$ cat src/rtl/dac_trg_pkg.sv
package dac_trg_pkg;
  localparam int ADDR_W = 3;
  localparam int N_TMR  = 4;
  localparam int N_PWM  = 2;
  localparam int N_HW   = 1 + N_TMR + N_PWM;   // pin, timers, pwm

  typedef enum logic [ADDR_W-1:0] {
    A_CTRL  = 3'd0,
    A_DATA  = 3'd1,
    A_SWTRG = 3'd2,
    A_STAT  = 3'd3,
    A_DELAY = 3'd4
  } reg_addr_e;

  localparam logic [2:0] SRC_SW  = 3'd0;
  localparam logic [2:0] SRC_PIN = 3'd1;

  localparam logic [1:0] PIN_LOW  = 2'd0;
  localparam logic [1:0] PIN_HIGH = 2'd1;
  localparam logic [1:0] PIN_FALL = 2'd2;
  localparam logic [1:0] PIN_RISE = 2'd3;

  typedef struct packed {
    logic [1:0] pin_mode;  // 9:8
    logic [2:0] src;       // 7:5
    logic       udr_ie;    // 4
    logic       fin_ie;    // 3
    logic       dma_en;    // 2
    logic       left_al;   // 1
    logic       trig_en;   // 0
  } ctrl_t;
endpackage

$ cat src/rtl/dac_trg_sync.sv
module dac_trg_sync #(
  parameter int W      = 7,
  parameter int STAGES = 2
) (
  input  logic         clk,
  input  logic         rst_n,
  input  logic [W-1:0] async_in,
  output logic [W-1:0] lvl,
  output logic [W-1:0] rise,
  output logic [W-1:0] fall
);
  logic [W-1:0] stage_q [STAGES];
  logic [W-1:0] prev_q;

  for (genvar g = 0; g < STAGES; g++) begin : g_stage
    always_ff @(posedge clk or negedge rst_n) begin
      if (!rst_n)      stage_q[g] <= '0;
      else if (g == 0) stage_q[g] <= async_in;
      else             stage_q[g] <= stage_q[(g == 0) ? 0 : g-1];
    end
  end

  assign lvl = stage_q[STAGES-1];

  always_ff @(posedge clk or negedge rst_n) begin
    if (!rst_n) prev_q <= '0;
    else        prev_q <= lvl;
  end

  assign rise = lvl & ~prev_q;
  assign fall = ~lvl & prev_q;
endmodule

$ cat src/rtl/dac_trg_sel.sv
module dac_trg_sel
  import dac_trg_pkg::*;
#(
  parameter int NHW = N_HW
) (
  input  logic           trig_en,
  input  logic [2:0]     src,
  input  logic [1:0]     pin_mode,
  input  logic           data_wr,
  input  logic           sw_pulse,
  input  logic           pin_lvl,
  input  logic           pin_fall,
  input  logic [NHW-1:0] hw_rise,
  output logic           evt,
  output logic           hw_src
);
  always_comb begin
    evt    = 1'b0;
    hw_src = trig_en && (src != SRC_SW);
    if (!trig_en) begin
      evt = data_wr;
    end else if (src == SRC_SW) begin
      evt = sw_pulse;
    end else if (src == SRC_PIN) begin
      case (pin_mode)
        PIN_LOW:  evt = ~pin_lvl;
        PIN_HIGH: evt = pin_lvl;
        PIN_FALL: evt = pin_fall;
        default:  evt = hw_rise[0];
      endcase
    end else begin
      evt = hw_rise[src - 3'd1];
    end
  end
endmodule

$ cat src/rtl/dac_trg_settle.sv
module dac_trg_settle #(
  parameter int DLY_W = 16
) (
  input  logic             clk,
  input  logic             rst_n,
  input  logic             start,
  input  logic [DLY_W-1:0] delay,
  output logic             busy,
  output logic             done
);
  logic [DLY_W-1:0] cnt_q;

  always_ff @(posedge clk or negedge rst_n) begin
    if (!rst_n)            cnt_q <= '0;
    else if (start)        cnt_q <= (delay == '0) ? DLY_W'(1) : delay;
    else if (cnt_q != '0)  cnt_q <= cnt_q - 1'b1;
  end

  assign busy = (cnt_q != '0);
  assign done = (cnt_q == DLY_W'(1));

  // a start is only taken while idle
  a_r7_start_when_idle: assert property (@(posedge clk) disable iff (!rst_n)
    start |-> !busy);
  // busy follows every start
  a_r7_busy_after_start: assert property (@(posedge clk) disable iff (!rst_n)
    start |=> busy);
endmodule

$ cat src/rtl/dac_trg_ctrl.sv
module dac_trg_ctrl
  import dac_trg_pkg::*;
#(
  parameter int DATA_W      = 32,
  parameter int CODE_W      = 12,
  parameter int DLY_W       = 16,
  parameter int SYNC_STAGES = 2
) (
  input  logic              clk,
  input  logic              rst_n,
  input  logic              bus_wr,
  input  logic [ADDR_W-1:0] bus_addr,
  input  logic [DATA_W-1:0] bus_wdata,
  output logic [DATA_W-1:0] bus_rdata,
  input  logic              ext_pin,
  input  logic [N_TMR-1:0]  tmr_evt,
  input  logic [N_PWM-1:0]  pwm_evt,
  output logic [CODE_W-1:0] dac_code,
  output logic              busy,
  output logic              irq,
  output logic              dma_req
);
  localparam int LEFT_OFS = 16 - CODE_W;
  localparam int CTRL_W   = $bits(ctrl_t);

  ctrl_t              ctrl_q;
  logic [DATA_W-1:0]  data_q;
  logic [DLY_W-1:0]   delay_q;
  logic               fin_q, udr_q, dma_q, data_wr_q, sw_q;
  logic [CODE_W-1:0]  code_q;

  logic wr_ctrl, wr_data, wr_sw, wr_stat, wr_dly;
  assign wr_ctrl = bus_wr && (bus_addr == A_CTRL);
  assign wr_data = bus_wr && (bus_addr == A_DATA);
  assign wr_sw   = bus_wr && (bus_addr == A_SWTRG);
  assign wr_stat = bus_wr && (bus_addr == A_STAT);
  assign wr_dly  = bus_wr && (bus_addr == A_DELAY);

  logic [N_HW-1:0] s_lvl, s_rise, s_fall;
  logic            sync_unused;
  assign sync_unused = ^{s_lvl[N_HW-1:1], s_fall[N_HW-1:1]};

  dac_trg_sync #(.W(N_HW), .STAGES(SYNC_STAGES)) sync_i (
    .clk(clk), .rst_n(rst_n),
    .async_in({pwm_evt, tmr_evt, ext_pin}),
    .lvl(s_lvl), .rise(s_rise), .fall(s_fall)
  );

  logic evt, hw_src, start, done;

  dac_trg_sel sel_i (
    .trig_en(ctrl_q.trig_en), .src(ctrl_q.src), .pin_mode(ctrl_q.pin_mode),
    .data_wr(data_wr_q), .sw_pulse(sw_q),
    .pin_lvl(s_lvl[0]), .pin_fall(s_fall[0]), .hw_rise(s_rise),
    .evt(evt), .hw_src(hw_src)
  );

  assign start = evt && !busy;

  dac_trg_settle #(.DLY_W(DLY_W)) settle_i (
    .clk(clk), .rst_n(rst_n), .start(start), .delay(delay_q),
    .busy(busy), .done(done)
  );

  logic dma_start;
  assign dma_start = start && hw_src && ctrl_q.dma_en;

  always_ff @(posedge clk or negedge rst_n) begin
    if (!rst_n) begin
      ctrl_q    <= '0;
      data_q    <= '0;
      delay_q   <= '0;
      fin_q     <= 1'b0;
      udr_q     <= 1'b0;
      dma_q     <= 1'b0;
      data_wr_q <= 1'b0;
      sw_q      <= 1'b0;
      code_q    <= '0;
    end else begin
      data_wr_q <= wr_data;
      sw_q      <= wr_sw && bus_wdata[0];
      if (wr_ctrl) ctrl_q  <= ctrl_t'(bus_wdata[CTRL_W-1:0]);
      if (wr_data) data_q  <= bus_wdata;
      if (wr_dly)  delay_q <= bus_wdata[DLY_W-1:0];
      if (start)
        code_q <= ctrl_q.left_al ? data_q[LEFT_OFS +: CODE_W] : data_q[CODE_W-1:0];
      if (done)                          fin_q <= 1'b1;
      else if (wr_stat && bus_wdata[0])  fin_q <= 1'b0;
      if (dma_start && dma_q && !wr_data) udr_q <= 1'b1;
      else if (wr_stat && bus_wdata[1])   udr_q <= 1'b0;
      if (dma_start)    dma_q <= 1'b1;
      else if (wr_data) dma_q <= 1'b0;
    end
  end

  assign dac_code = code_q;
  assign dma_req  = dma_q;
  assign irq      = (fin_q && ctrl_q.fin_ie) || (udr_q && ctrl_q.udr_ie);

  always_comb begin
    case (bus_addr)
      A_CTRL:  bus_rdata = DATA_W'(ctrl_q);
      A_DATA:  bus_rdata = data_q;
      A_STAT:  bus_rdata = DATA_W'({busy, 6'b0, udr_q, fin_q});
      A_DELAY: bus_rdata = DATA_W'(delay_q);
      default: bus_rdata = '0;
    endcase
  end

  // the code only moves on a start
  a_r1_code_holds: assert property (@(posedge clk) disable iff (!rst_n)
    !start |=> $stable(dac_code));
  // finish appears as busy ends
  a_r8_fin_at_busy_end: assert property (@(posedge clk) disable iff (!rst_n)
    $rose(fin_q) |-> $fell(busy));
  // a data write answers the request
  a_r10_req_cleared: assert property (@(posedge clk) disable iff (!rst_n)
    (wr_data && !start) |=> !dma_req);
  // under-run only with a pending request
  a_r11_udr_needs_req: assert property (@(posedge clk) disable iff (!rst_n)
    $rose(udr_q) |-> $past(dma_req));
endmodule

$ cat config.mk
export PLATFORM = sky130hd
export DESIGN_NAME = dac_trg_ctrl
export DESIGN_NICKNAME = d
export VERILOG_FILES = /design/src/rtl/dac_trg_pkg.sv /design/src/rtl/dac_trg_sync.sv /design/src/rtl/dac_trg_sel.sv /design/src/rtl/dac_trg_settle.sv /design/src/rtl/dac_trg_ctrl.sv
export SDC_FILE = /design/constraint.sdc
export NUM_CORES = 1
export LEC_CHECK = 0
export ABC_AREA = 1
export BUFFER_PORTS_ARGS = -buffer_cell sky130_fd_sc_hd__buf_2
export CAP_MARGIN = 20
export CORE_MARGIN = 4
export CORE_UTILIZATION = 55
export DETAILED_ROUTE_END_ITERATION = 8
export PLACE_DENSITY = 0.79
export SYNTH_ARGS = -nofsm -noshare
export SYNTH_HDL_FRONTEND = slang
export SYNTH_SLANG_ARGS = --single-unit
$ cat constraint.sdc
create_clock -name clk -period 2.7 [get_ports clk]
set_clock_uncertainty 0.1 [all_clocks]
set_input_delay 0.405 -clock clk [delete_from_list [all_inputs] [get_ports clk]]
set_output_delay 0.405 -clock clk [all_outputs]
set_load 0.01 [all_outputs]
==> results of run 1 <==
-- cells in the mapped netlist (all sizes together) --
master / instances
a31oi: 1
nand3: 23
mux2i: 11
nor4: 4
nand3b: 1
o22ai: 3
o31a: 1
o21ai: 86
inv: 97
o211ai: 2
buf: 9
nor2: 40
o221ai: 5
a22o: 1
a21oi: 2
ha: 6
or2: 4
dfrtp: 112
clkinv: 1
nand4: 5
nand2: 158
o31ai: 2
nor3: 5
a32o: 1
o21bai: 1
xor2: 6
xnor2: 4
a221o: 1
clkbuf: 15
-- layer usage --
| metal | vias to the layer above | wire length, um |
|---|---|---|
| met4 | 0 | 322 |
| met5 | - | 0 |
| met2 | 217 | 6100 |
| met3 | 27 | 1100 |
| met1 | 2038 | 5370 |
| li1 | 2100 | - |
-- worst reg2reg max path: stages (launching register included) --
cell     delay [ps]
dfrtp_1         510
inv_1           150
ha_1            340
nand2_1          80
inv_1            40
nand2_1          40
nand4_1          80
nand3_1          80
nand2_1          60
nand2_2         150
nand2_1         130
nand2_1         250
nand2_1          90
nor2_1          120
-- worst paths after layout --
check                                         from            endpoint  slack, ps
worst max-delay path             settle_i.cnt_q[4]                busy        230
worst min-delay path                    tmr_evt[3]  sync_i.stage_q[11]         30
worst max register to register           ctrl_q[5]   settle_i.cnt_q[4]        400
worst min register to register  sync_i.stage_q[11]       sync_i.lvl[4]        250
max in group asynchronous                    rst_n   settle_i.cnt_q[3]       1320
min in group asynchronous                    rst_n         dac_code[9]        440
-- placed cells by master (no fill, tap or decap), types with 7 or more instances in the layout --
master and count:
nand2_1 154, dfrtp_1 112, inv_1 96, buf_2 90, o21ai_0 73, nor2_1 36
nand3_1 21, buf_4 13, mux2i_1 11, clkbuf_8 9, o21ai_1 7
-- per-stage QoR --
| step | total power [mW] | utilization [%] | cell area, um^2 | std cells | worst slack (ps) |
|---|---|---|---|---|---|
| floorplan | 2.99 | - | 5210 | 607 | 692 |
| global placement | 3.30 | 62.9 | 5820 | 815 | 576 |
| detailed placement | 3.37 | 62.9 | 5820 | 815 | 494 |
| CTS | 4.35 | 65.2 | 6020 | 832 | 110 |
| global route | 4.63 | 65.6 | 6060 | 836 | 107 |
| finish | 4.35 | 65.6 | 6060 | 836 | 231 |
-- repair_timing --
item	4_1_cts	5_1_grt
hold endpoints to repair	38	2
hold buffers	1	2
setup endpoints to repair	0	1
buffers inserted	0	2
resized for setup	0	1
-- power breakdown --
part	internal (mW)	switching, mW
sequential	1.99	0.253
combinational	0.438	0.688
clock	0.363	0.624
total	2.79	1.56
-- cells by family after synthesis --
| kind of cell | Yosys count | synth area share [%] |
|---|---|---|
| simple gates | 240 | 19.8 |
| mux | 11 | 2.11 |
| fa+ha+maj | 6 | 1.44 |
| compound gates | 106 | 11.6 |
| flops | 112 | 53.8 |
| buf+inv | 122 | 9.58 |
| xor+xnor | 10 | 1.68 |
-- registers in the layout (all words and copies together), names as in the netlist --
| register | cells |
|---|---|
| ctrl_q | 10 |
| data_q | 32 |
| data_wr_q | 1 |
| dac_code | 12 |
| udr_q | 1 |
| fin_q | 1 |
| delay_q | 16 |
| sync_i.stage_q | 7 |
| settle_i.cnt_q | 16 |
| sw_q | 1 |
| sync_i.lvl | 7 |
| sync_i.prev_q | 7 |
| dma_req | 1 |
-- layout make-up --
class                           count  area, um^2  area share (%)
Multi-Input combinational cell    373        1910            31.5
Inverter                           98         369            6.09
Clock buffer                        9         124            2.04
Timing Repair Buffer              108         618            10.2
Clock inverter                      7        73.8            1.22
Tap cell                          129         161            2.66
Sequential cell                   112        2800            46.2
==> metrics.txt, run 1 <==
status completed; Buf/Inv on CP 3; IO buf count 91; met3 GRT Util 5.21%; die height 105 um; number of cells on the critical path 7; drt pass-1 iters 6; Final nets 753; Vias/cell 5.24; Yosys top cell by area dfrtp_1; worst slew pin tran 575 ps; GR Layer Usage met1 30.8%; Num CTS Buffers 9; clock sinks 112; Core Area 9240 um^2; post-route DRC violation count 0; Yosys warnings 0; CTS tree done; Routed WL 12,900 um; num ports 92; Seq/Total Area, Yosys 53.8%; RSZ-0062 raised after global routing no; post-synthesis cell count 607; final worst path period share 91.4%; number of library cell types mapped by synthesis 41; critical path's most frequent cell inv_1; crit path capture type primary output; Hold WS 27.7 ps; Setup-failing EPs final 0; Iteration-0 DRC Markers 331; Reg clk slew, reported paths 110 ps; H-tree depth 3; ANT nets after route 0; Die X 105 um; starting density of the core 56.4%; GPL Wtd Cong 0.981; share of layout cells above drive strength 1 20.1%; Avg Synthesized Cell Area 8.59 um^2; Worst Reg2Reg Path Length in Cells 13; first-pass GRT wire length 20,900 um; Net Count, Synth 658; total negative slack 0 ps; slowest cell on the critical path dfrtp_1; CP Data Arrival Time 1960 ps; worst setup path category register to primary output; row count 35; Hold Vio Cnt, Final 0; VDD IR max 0.465 mV; initial antenna violation count 0; Leak 3.26 nW; min cycle time layout 2470 ps; WP data required 2190 ps; fmax 405 MHz; CTS max path bufs 2; critical path startpoint category register; met2 GRT Util 39.4%; Synth Register Bits 112; CP delay by family, top simple AND/OR/NAND/NOR gates; crit-path cells nor2_1, nand2_1, inv_1, nand3_1, nor2_4, inv_1, buf_2; Filler Cell Count 786; grt ovf 0; pin count of the biggest net entering global routing 50; post-synth top area share 53.8%; Vias 4,382; max-cap viol count 0; antenna cells 0; Clock Tree Root clkbuf_8; vias in the first global route 4,260; ranking of synthesized cells by area dfrtp_1 (54%), nand2_1 (11%), o21ai_0 (7.0%), inv_1 (6.9%), nor2_1 (2.7%); fin. max-slew vios 0; synthesized cell area 5210 um^2; power per cell area 718 nW/um^2; die area 11,100 um^2; HP Class input port to register; Syn-to-layout area delta 16.3%; global routing's busiest layer met2; Slew headroom 61.6%; slowest stage delay, CP 420 ps; gr usage total 23.6%; Max Fanout on Critical Path 7; Detailed Place HPWL 9600 um; WHS Path Cells 1; WL/cell 15.4 um; clk_lat worst skew 380 ps
No activity file was read; power rests on OpenSTA's default activity.
==> run 2, diff against run 1 <==
ABC_AREA = default   (was 1)
SLEW_MARGIN = 30   (was default)
==> run 2 against run 1 <==
Worst hold slack improved by 110 ps. Highest routed layer unchanged. Power rose by 5.2%. Count of clock-buffer cells in the layout did not move. Register-to-register slack got worse by 80 ps. Critical path depth did not move. Combinational power barely moved. Sequential power rose by 5%.
==> metrics.txt, run 2 <==
total negative slack 0 ps (unchanged); largest register by flop count data_q (unchanged); CTS tree done (unchanged); Worst Reg2Reg Path Length in Cells 8 (was 13); Core Util, Final 67.3% (was 65.6%); dpl cells 663 (was 815); max-cap viol count 0 (unchanged); Hold Path Sink data_q[25] (was sync_i.stage_q[11]); Top FF cell, synth dfrtp_1 (unchanged); antenna cells 0 (unchanged); power per cell area 729 nW/um^2 (was 718 nW/um^2); Die X 106 um (was 105 um); Final nets 605 (was 753); clock sinks 112 (unchanged); Clock Power Share 24.3% (was 22.7%); crit path capture type primary output (unchanged); combinational share of power 24.2% (was 25.9%); pin count of the biggest net entering global routing 51 (was 50); most frequent cells in the layout dfrtp_1 (112), buf_2 (90), mux2_2 (63) (was nand2_1 (154), dfrtp_1 (112), inv_1 (96)); Reg clk slew, reported paths 120 ps (was 110 ps); CTS max path bufs 2 (unchanged); post-synth top area share 52.9% (was 53.8%); met3 GRT Util 6.56% (was 5.21%); Net Count, Synth 499 (was 658); Largest regs data_q (32), delay_q (16), settle_i.cnt_q (16) (unchanged); Switch Pwr 1.55 mW (was 1.56 mW); worst setup path category register to primary output (unchanged); num ports 92 (unchanged); Core Area 9330 um^2 (was 9240 um^2); reg-to-reg startpoint ctrl_q[5] (unchanged); grt ovf 0 (unchanged); number of library cell types mapped by synthesis 48 (was 41); max reg flops 32 (unchanged); Post-synth ARST share 100% (unchanged); worst slew pin tran 554 ps (was 575 ps); Vias 3,825 (was 4,382); starting density of the core 56.8% (was 56.4%); Syn-to-layout area delta 18.5% (was 16.3%); Yosys top cell by area dfrtp_1 (unchanged); status completed (unchanged); post-synthesis cell count 448 (was 607); drt pass-1 iters 4 (was 6); die area 11,300 um^2 (was 11,100 um^2); count leader, synth dfrtp_1 (was nand2_1); Yosys warnings 0 (unchanged); HP Class input port to register (unchanged); placed cell area 5960 um^2 (was 5820 um^2); WP data required 2190 ps (about the same); final worst path period share 95.4% (was 91.4%); global routing's busiest layer met2 (unchanged); Hold Vio Cnt, Final 0 (unchanged); first-pass GRT wire length 20,500 um (was 20,900 um); Routed WL 12,500 um (was 12,900 um); reg2reg end dac_code[4] (was settle_i.cnt_q[4]); ranking of synthesized cells by area dfrtp_1 (53%), mux2_2 (13%), nor2_1 (2.3%), o22ai_2 (2.1%), and2_1 (2.0%) (was dfrtp_1 (54%), nand2_1 (11%), o21ai_0 (7.0%), inv_1 (6.9%), nor2_1 (2.7%)); clk_lat worst skew 390 ps (was 380 ps); Leak 2.93 nW (was 3.26 nW); switch share 33.8% (was 35.9%); post-route DRC violation count 0 (unchanged); Setup-failing EPs final 0 (unchanged); IO buf count 91 (unchanged); GR Layer Usage met1 29.9% (was 30.8%); initial antenna violation count 0 (unchanged); WHS Path Cells 2 (was 1); internal power 3.03 mW (was 2.79 mW); Detailed Place HPWL 9110 um (was 9600 um); most common cell after layout, fill and taps aside dfrtp_1 (was nand2_1); Avg Synthesized Cell Area 11.8 um^2 (was 8.59 um^2); ANT nets after route 0 (unchanged); EDFF count, synth 0 (unchanged); fmax 388 MHz (was 405 MHz); Synth Register Bits 112 (unchanged); R2R setup slack 320 ps (was 400 ps); Max Fanout on Critical Path 7 (unchanged); share of layout cells above drive strength 1 37.7% (was 20.1%); CP Data Arrival Time 2070 ps (was 1960 ps); min cycle time layout 2580 ps (was 2470 ps); VDD IR max 0.363 mV (was 0.465 mV); fin area 6280 um^2 (was 6060 um^2); gr usage total 22.9% (was 23.6%); critical path startpoint category register (unchanged); fin. max-slew vios 0 (unchanged); register share of total power 51.5% (about the same); met2 GRT Util 38.0% (was 39.4%); most common library cells after synthesis dfrtp_1 (112), mux2_2 (63), nor2_1 (33), nand2_1 (24), inv_1 (23) (was nand2_1 (154), dfrtp_1 (112), inv_1 (96), o21ai_0 (73), nor2_1 (37)); Slew headroom 63.1% (was 61.6%); Crit. Startpoint settle_i.cnt_q[0] (was settle_i.cnt_q[4]); die height 106 um (was 105 um); row count 35 (unchanged); GPL Wtd Cong 0.875 (was 0.981); synthesized cell area 5300 um^2 (was 5210 um^2); Seq/Total Area, Yosys 52.9% (was 53.8%); Vias/cell 5.56 (was 5.24); H-tree depth 3 (unchanged); Iteration-0 DRC Markers 197 (was 331); Clock Tree Root clkbuf_8 (unchanged); vias in the first global route 4,038 (was 4,260); Worst Hold Launch bus_wdata[25] (was tmr_evt[3]); Num CTS Buffers 9 (unchanged); Finished Layout Cells 688 (was 836); WL/cell 18.2 um (was 15.4 um)
[run 2: power by group through the flow]
stage,clock [mW],combinational [mW],sequential [mW]
detailed placement,0,1.09,2.38
floorplan,0,0.836,2.25
global route,1.21,1.22,2.41
CTS,1.13,1.11,2.35
global placement,0,1.04,2.36
finish,1.11,1.11,2.36
[run 2: critical path, stage by stage (launching register included)]
cell and delay (ps):
dfrtp_1 470, inv_1 110, ha_1 220, nor4b_2 250
nand4_1 190, nand3_1 140, o21ai_0 140, buf_2 180
[run 2: worst max path at each step]
stage                         endpoint  slack [ps]  cells after the start
after global placement     dac_code[6]         430                      7
final                     bus_rdata[8]         120                      7
after CTS                 bus_rdata[8]          50                      7
after detailed placement  dac_code[11]         330                      7
after global routing      bus_rdata[8]          -3                      7
after floorplan           dac_code[10]         310                      8
[run 2: timing repair]
item	CTS	global route
endpoints found under the hold margin	41	4
endpoints found under the setup margin	1	1
resized for setup	0	1
hold buffers	4	4
buffers inserted	1	0
[run 2: area by class of cell]
type                            count  area (um^2)
Sequential cell                   112         2800
Clock inverter                      7          105
Timing Repair Buffer              118          693
Tap cell                          129          161
Inverter                           23         86.3
Fill cell                         717         3050
Clock buffer                        9          124
Multi-Input combinational cell    290         2310
[run 2: through the flow]
step / hold WS (ps) / total power, mW / setup slack (ps)
final: 137 / 4.58 / 124
after global placement: 231 / 3.40 / 430
after floorplan: 9.41 / 3.09 / 311
after detailed placement: 236 / 3.47 / 335
after global routing: 127 / 4.83 / -3.09
after CTS: 1.56 / 4.59 / 47.3
[run 2: cell families after synthesis]
family	count (synthesis)	share of synthesized area [%]
xor+xnor	16	2.65
simple gates	119	12.1
flops	112	52.9
buf+inv	46	3.85
compound gates	72	10.7
mux	77	16.4
fa+ha+maj	6	1.42
[run 2: layer usage]
metal,vias to the layer above,share of wire (%),routed length (um)
met5,-,0,0
met4,0,1.7,216
met3,22,6.5,818
met2,129,49,6170
met1,1877,42,5290
li1,1797,-,-
